$ cat config.mk
export PLATFORM = sky130hd
export DESIGN_NAME = cfg_cpl_collector
export DESIGN_NICKNAME = d
export VERILOG_FILES = /design/src/rtl/cfgc_pkg.sv /design/src/rtl/cfgc_beat_store.sv /design/src/rtl/cfgc_poll_timer.sv /design/src/rtl/cfgc_result_decode.sv /design/src/rtl/cfg_cpl_collector.sv
export SDC_FILE = /design/constraint.sdc
export NUM_CORES = 1
export LEC_CHECK = 0
export ABC_AREA = 0
export BUFFER_PORTS_ARGS = -buffer_cell sky130_fd_sc_hd__buf_4
export CAP_MARGIN = 20
export CORE_UTILIZATION = 25
export CTS_CLUSTER_SIZE = 30
export DETAILED_ROUTE_END_ITERATION = 8
export SYNTH_ARGS = -nofsm -noshare
export SYNTH_HDL_FRONTEND = slang
export SYNTH_SLANG_ARGS = --single-unit
$ cat constraint.sdc
create_clock -name clk -period 5.23 [get_ports clk]
set_input_delay 0.523 -clock clk [delete_from_list [all_inputs] [get_ports clk]]
set_output_delay 0.523 -clock clk [all_outputs]
set_load 0.02 [all_outputs]
$ cat src/rtl/cfgc_pkg.sv
package cfgc_pkg;

   typedef enum logic [1:0] {
      ST_IDLE    = 2'd0,
      ST_HUNT    = 2'd1,
      ST_COLLECT = 2'd2,
      ST_REPORT  = 2'd3
   } cfgc_state_e;

   localparam int unsigned DATA_SLOT_IDX = 3;

endpackage

$ cat src/rtl/cfgc_beat_store.sv
module cfgc_beat_store #(
   parameter int unsigned DW_W  = 32,
   parameter int unsigned SLOTS = 4,
   localparam int unsigned CNT_W = $clog2(SLOTS + 1)
) (
   input  logic                        clk,
   input  logic                        rst_n,
   input  logic                        cap_en,
   input  logic                        cap_first,
   input  logic [DW_W-1:0]             cap_data,
   output logic [SLOTS-1:0][DW_W-1:0]  slots,
   output logic [CNT_W-1:0]            filled
);

   always_ff @(posedge clk) begin
      if (!rst_n) begin
         filled <= '0;
      end else if (cap_en) begin
         if (cap_first) begin
            filled <= CNT_W'(1);
         end else if (filled < CNT_W'(SLOTS)) begin
            filled <= filled + CNT_W'(1);
         end
      end
   end

   for (genvar gi = 0; gi < SLOTS; gi++) begin : g_slot
      always_ff @(posedge clk) begin
         if (!rst_n) begin
            slots[gi] <= '0;
         end else if (cap_en) begin
            if (cap_first) begin
               slots[gi] <= (gi == 0) ? cap_data : '0;
            end else if (filled == CNT_W'(gi)) begin
               slots[gi] <= cap_data;
            end
         end
      end
   end

endmodule

$ cat src/rtl/cfgc_poll_timer.sv
module cfgc_poll_timer #(
   parameter int unsigned POLL_LIMIT = 20000,
   localparam int unsigned PT_W = $clog2(POLL_LIMIT)
) (
   input  logic clk,
   input  logic rst_n,
   input  logic restart,
   input  logic run,
   output logic expire
);

   logic [PT_W-1:0] polls;

   always_ff @(posedge clk) begin
      if (!rst_n) begin
         polls <= '0;
      end else if (restart) begin
         polls <= '0;
      end else if (run && !expire) begin
         polls <= polls + PT_W'(1);
      end
   end

   assign expire = run && (polls == PT_W'(POLL_LIMIT - 1));

endmodule

$ cat src/rtl/cfgc_result_decode.sv
module cfgc_result_decode
   import cfgc_pkg::*;
#(
   parameter int unsigned DW_W      = 32,
   parameter int unsigned SLOTS     = 4,
   parameter int unsigned STAT_LSB  = 13,
   parameter int unsigned STAT_W    = 3,
   parameter int unsigned BCNT_W    = 12,
   parameter int unsigned BCNT_FULL = 4,
   localparam int unsigned CNT_W    = $clog2(SLOTS + 1)
) (
   input  logic [SLOTS-1:0][DW_W-1:0] slots,
   input  logic [CNT_W-1:0]           filled,
   input  logic                       is_read,
   output logic [DW_W-1:0]            value
);

   logic [STAT_W-1:0] cpl_status;
   logic [BCNT_W-1:0] cpl_bytes;
   logic              have_data;

   assign cpl_status = slots[1][STAT_LSB +: STAT_W];
   assign cpl_bytes  = slots[1][BCNT_W-1:0];
   assign have_data  = filled > CNT_W'(DATA_SLOT_IDX);

   always_comb begin
      if (!is_read) begin
         value = '0;
      end else if (cpl_status != '0) begin
         value = '1;
      end else if ((cpl_bytes == BCNT_W'(BCNT_FULL)) && have_data) begin
         value = slots[DATA_SLOT_IDX];
      end else begin
         value = '0;
      end
   end

endmodule

$ cat src/rtl/cfg_cpl_collector.sv
module cfg_cpl_collector
   import cfgc_pkg::*;
#(
   parameter int unsigned DW_W       = 32,
   parameter int unsigned SLOTS      = 4,
   parameter int unsigned POLL_LIMIT = 20000,
   parameter int unsigned STAT_LSB   = 13,
   parameter int unsigned STAT_W     = 3,
   parameter int unsigned BCNT_W     = 12,
   parameter int unsigned BCNT_FULL  = 4
) (
   input  logic            clk,
   input  logic            rst_n,
   input  logic            cmd_start,
   input  logic            cmd_read,
   output logic            busy,
   input  logic            rx_valid,
   input  logic [DW_W-1:0] rx_data,
   input  logic            rx_sop,
   input  logic            rx_eop,
   output logic            res_done,
   output logic            res_err,
   output logic [DW_W-1:0] res_data
);

   localparam int unsigned CNT_W = $clog2(SLOTS + 1);

   if (SLOTS < DATA_SLOT_IDX + 1) begin : g_bad_slots
      $error("SLOTS must hold at least four dwords");
   end
   if (POLL_LIMIT < 2) begin : g_bad_limit
      $error("POLL_LIMIT must be at least 2");
   end
   if (STAT_LSB + STAT_W > DW_W || BCNT_W > DW_W) begin : g_bad_fields
      $error("status or byte-count field outside the dword");
   end

   cfgc_state_e              state;
   logic                     want_read;
   logic                     accept;
   logic                     waiting;
   logic                     take_beat;
   logic                     end_beat;
   logic                     expire;
   logic                     timed_out;
   logic [SLOTS-1:0][DW_W-1:0] slots;
   logic [CNT_W-1:0]         filled;
   logic [DW_W-1:0]          decoded;

   assign accept    = cmd_start && (state == ST_IDLE);
   assign waiting   = (state == ST_HUNT) || (state == ST_COLLECT);
   assign take_beat = rx_valid &&
                      (((state == ST_HUNT) && rx_sop) || (state == ST_COLLECT));
   assign end_beat  = take_beat && rx_eop;
   assign timed_out = expire;
   assign busy      = (state != ST_IDLE);

   cfgc_beat_store #(
      .DW_W  (DW_W),
      .SLOTS (SLOTS)
   ) u_store (
      .clk       (clk),
      .rst_n     (rst_n),
      .cap_en    (take_beat),
      .cap_first (rx_sop),
      .cap_data  (rx_data),
      .slots     (slots),
      .filled    (filled)
   );

   cfgc_poll_timer #(
      .POLL_LIMIT (POLL_LIMIT)
   ) u_timer (
      .clk     (clk),
      .rst_n   (rst_n),
      .restart (accept),
      .run     (waiting && !end_beat),
      .expire  (expire)
   );

   cfgc_result_decode #(
      .DW_W      (DW_W),
      .SLOTS     (SLOTS),
      .STAT_LSB  (STAT_LSB),
      .STAT_W    (STAT_W),
      .BCNT_W    (BCNT_W),
      .BCNT_FULL (BCNT_FULL)
   ) u_decode (
      .slots   (slots),
      .filled  (filled),
      .is_read (want_read),
      .value   (decoded)
   );

   always_ff @(posedge clk) begin
      if (!rst_n) begin
         state     <= ST_IDLE;
         want_read <= 1'b0;
      end else begin
         case (state)
            ST_IDLE: begin
               if (accept) begin
                  state     <= ST_HUNT;
                  want_read <= cmd_read;
               end
            end
            ST_HUNT, ST_COLLECT: begin
               if (end_beat) begin
                  state <= ST_REPORT;
               end else if (timed_out) begin
                  state <= ST_IDLE;
               end else if (take_beat) begin
                  state <= ST_COLLECT;
               end
            end
            default: state <= ST_IDLE;
         endcase
      end
   end

   always_ff @(posedge clk) begin
      if (!rst_n) begin
         res_done <= 1'b0;
         res_err  <= 1'b0;
         res_data <= '0;
      end else begin
         res_done <= (state == ST_REPORT) || timed_out;
         res_err  <= timed_out;
         if (state == ST_REPORT) begin
            res_data <= decoded;
         end else if (timed_out) begin
            res_data <= '1;
         end
      end
   end

endmodule

==> results_dict.tcl <==
set metrics [dict create \
    first_global_vias 3441 \
    drt_iter0_drc 215 \
    drv_cap 0 \
    switching_share_pct 30.4 \
    rr_endpoint "res_data[0]" \
    place_ws_ps 2720 \
    p_leak_nw 2.07 \
    synth-edff-count 0 \
    skew_ps 8.57 \
    worstSkewPairLatency_ps 350 \
    avgSynthCellArea_um2 10.1 \
    ys_seq_area_share_pct 45.6 \
    drive_gt1_share_pct 21.4 \
    worstMarginPinSlew_ps 1100 \
    wl_per_cell_um 15.7 \
    netlist_top_cells_area "dfxtp_1 46%, a22oi_1 7.9%, o221a_1 7.5%" \
    min_from "rx_data[23]" \
    grt_pass1_wl_mm 18.1 \
    synth_area_um2 4480 \
    htreeDepth 3 \
    setup_viol 0 \
    core_um2 17400 \
    synth_cell_types 48 \
    cts.sinks 102 \
    vias 3635 \
    peakVddDrop_uv 142 \
    yosysWarnings 0 \
    cts_hold_buf 0 \
    clockBufferDepth 2 \
    clk_pin_slew_ps 70 \
    internal_power_w 0.00137 \
    outcome "finished, final reports clean" \
    die_y_um 136 \
    max_freq_mhz 393 \
    final_max_slew_viol_count 0 \
    ys.flop_type "dfxtp_1" \
    comb_power_share_pct 21.8 \
    p_seq_share_pct 43.9 \
    io_buffers 73 \
    overflow 0 \
    p_clk_share_pct 34.3 \
    final_cell_mix "102 x dfxtp_1, 79 x buf_4, 49 x nor2b_1, 47 x a22oi_1, 33 x and3_1" \
    grt_max_degree 91 \
    setup_ws_ps 2680 \
    die-area_um2 18400 \
    ys_seq_elements 102 \
    netlist_instances 444 \
    antenna_cells 0 \
    fin_setup_tns_ps 0 \
    syn_nets 492 \
    hold_class "in -> reg" \
    cp.arrival_ps 2830 \
    finalCriticalPeriod_ps 2550 \
    r2r_start "u_timer.polls[0]" \
    first_pass_iters 4 \
    crit_fanout 33 \
    vias_per_cell 5.01 \
    totalWireLength_mm 11.4 \
    synth_top_cell_by_area "dfxtp_1" \
    maxSlewHeadroom_pct 25.7 \
    dp_hpwl_mm 7.86 \
    finalCritPeriodShare_pct 48.7 \
    rows 48 \
    crit_type "reg -> reg" \
    synth_top_area_share_pct 45.6 \
    ant_nets 0 \
    rsz0062_at_grt "no" \
    fin_nets 544 \
    finalHoldViolCount 0 \
    switchingPower_w 0.000598 \
    utilization_pct 31.4 \
    syn2layout_area_growth_pct 22.3 \
    cts-root-buf "clkbuf_16" \
    power_density_nw_per_um2 359 \
    start_util_pct 25.7 \
    cts_setup_buffers 0 \
    die_width_um 136 \
    holdWs_ps 453 \
    critPathCaptureType "register" \
    synthArstFlopShare_pct 0 \
    cts.repair.resized 0 \
    hold_end "u_store.slots[119]" \
    ios 74 \
    grtUsageTotal_pct 12.5 \
    r2r_setup_slack_ps 2680 \
    final_common_cell "dfxtp_1" \
    antenna_found_initial 0 \
    hold_path_depth 3 \
    power_w 0.00196 \
    cp_data_required_time_ps 5520 \
    ff2ff_path_depth 5 \
    nFillCells 1796 \
    startpoint_type "register" \
    drc_errors 0 \
    tritoncts "yes" \
    gp_congestion 0.859 \
    cts_inserted_buffers 9 \
]
worst max-delay path, stage by stage, from the launching register on:
cell and delay [ps]:
dfxtp_1 380, ha_1 270, nor4b_2 300, and4_1 600, a21o_2 640, o221a_2 290
synth_stat cells (3+ instances only):
cell / instances
nand2_1: 13
o211ai_1: 4
buf_2: 11
dfxtp_1: 102
nand3_1: 11
o21ai_0: 8
buf_4: 3
o31ai_1: 7
nand4_1: 3
nor4b_2: 3
ha_1: 9
inv_1: 9
o221a_1: 30
a21oi_1: 12
and3_1: 33
o311ai_0: 3
clkbuf_1: 21
or4_1: 8
or4b_1: 4
nand2b_1: 6
a22oi_1: 47
and4_1: 3
buf_6: 4
nor3_1: 3
nor2b_1: 49
and2_1: 3
o2111ai_1: 3
layer usage:
layer | GRT usage, % | part of all wire (%) | vias up
met3 | 2.96 | 4.5 | 15
met4 | 4.87 | 2.1 | 0
li1 | - | - | 1804
met5 | 0 | 0 | -
met1 | 16.7 | 49 | 1736
met2 | 19.2 | 45 | 80
final cells by class:
| cell class | count | area (um2) | share of cell area, % |
|---|---|---|---|
| repair buffers | 80 | 608 | 11.1 |
| flip-flops and latches | 102 | 2040 | 37.3 |
| clock buffers | 9 | 225 | 4.12 |
| well taps | 225 | 282 | 5.15 |
| clock inverters | 7 | 73.8 | 1.35 |
| multi-input cells | 294 | 2210 | 40.3 |
| inverters | 9 | 33.8 | 0.617 |
worst max-delay path by stage:
stage | startpoint | to | slack (ps)
6_report | u_timer.polls[0] | res_data[0] | 2680
3_5_place_dp | u_timer.polls[0] | res_data[8] | 2720
2_1_floorplan | state[0] | u_timer.polls[9] | 3300
4_1_cts | u_timer.polls[0] | res_data[0] | 2710
3_3_place_gp | u_timer.polls[0] | res_data[0] | 2840
5_1_grt | u_timer.polls[0] | res_data[12] | 2450
through the flow:
step | std cells | cell area [um2]
4_1_cts | 724 | 5450
6_report | 726 | 5470
3_3_place_gp | 708 | 5150
5_1_grt | 726 | 5470
2_1_floorplan | 444 | 4480
3_5_place_dp | 708 | 5150
power by group through the flow:
| stage | Clock [W] | Combinational, W | Sequential [W] |
|---|---|---|---|
| 6_report | 0.000674 | 0.000429 | 0.000862 |
| 5_1_grt | 0.000716 | 0.000472 | 0.000868 |
| 2_1_floorplan | 0 | 0.000247 | 0.000908 |
| 4_1_cts | 0.000686 | 0.000424 | 0.000862 |
| 3_3_place_gp | 0 | 0.000414 | 0.000877 |
| 3_5_place_dp | 0 | 0.000422 | 0.000879 |
cell families (layout without fill, tap and decap cells):
logic type      Yosys count  count (layout)  share of synthesized area (%)
fa+ha+maj                 9               9                           2.52
mux                       2               2                          0.447
compound gates          133             133                           24.5
simple gates            150             150                           21.7
flops                   102             102                           45.6
buf+inv                  48             105                           5.26
sequential cells by signal, summed over array words and instances, names as in the netlist:
register	flops
u_store.slots	47
res_data	32
u_timer.polls	15
u_store.filled	3
state	2
res_done	1
res_err	1
want_read	1
No activity file was read; power rests on OpenSTA's default activity.
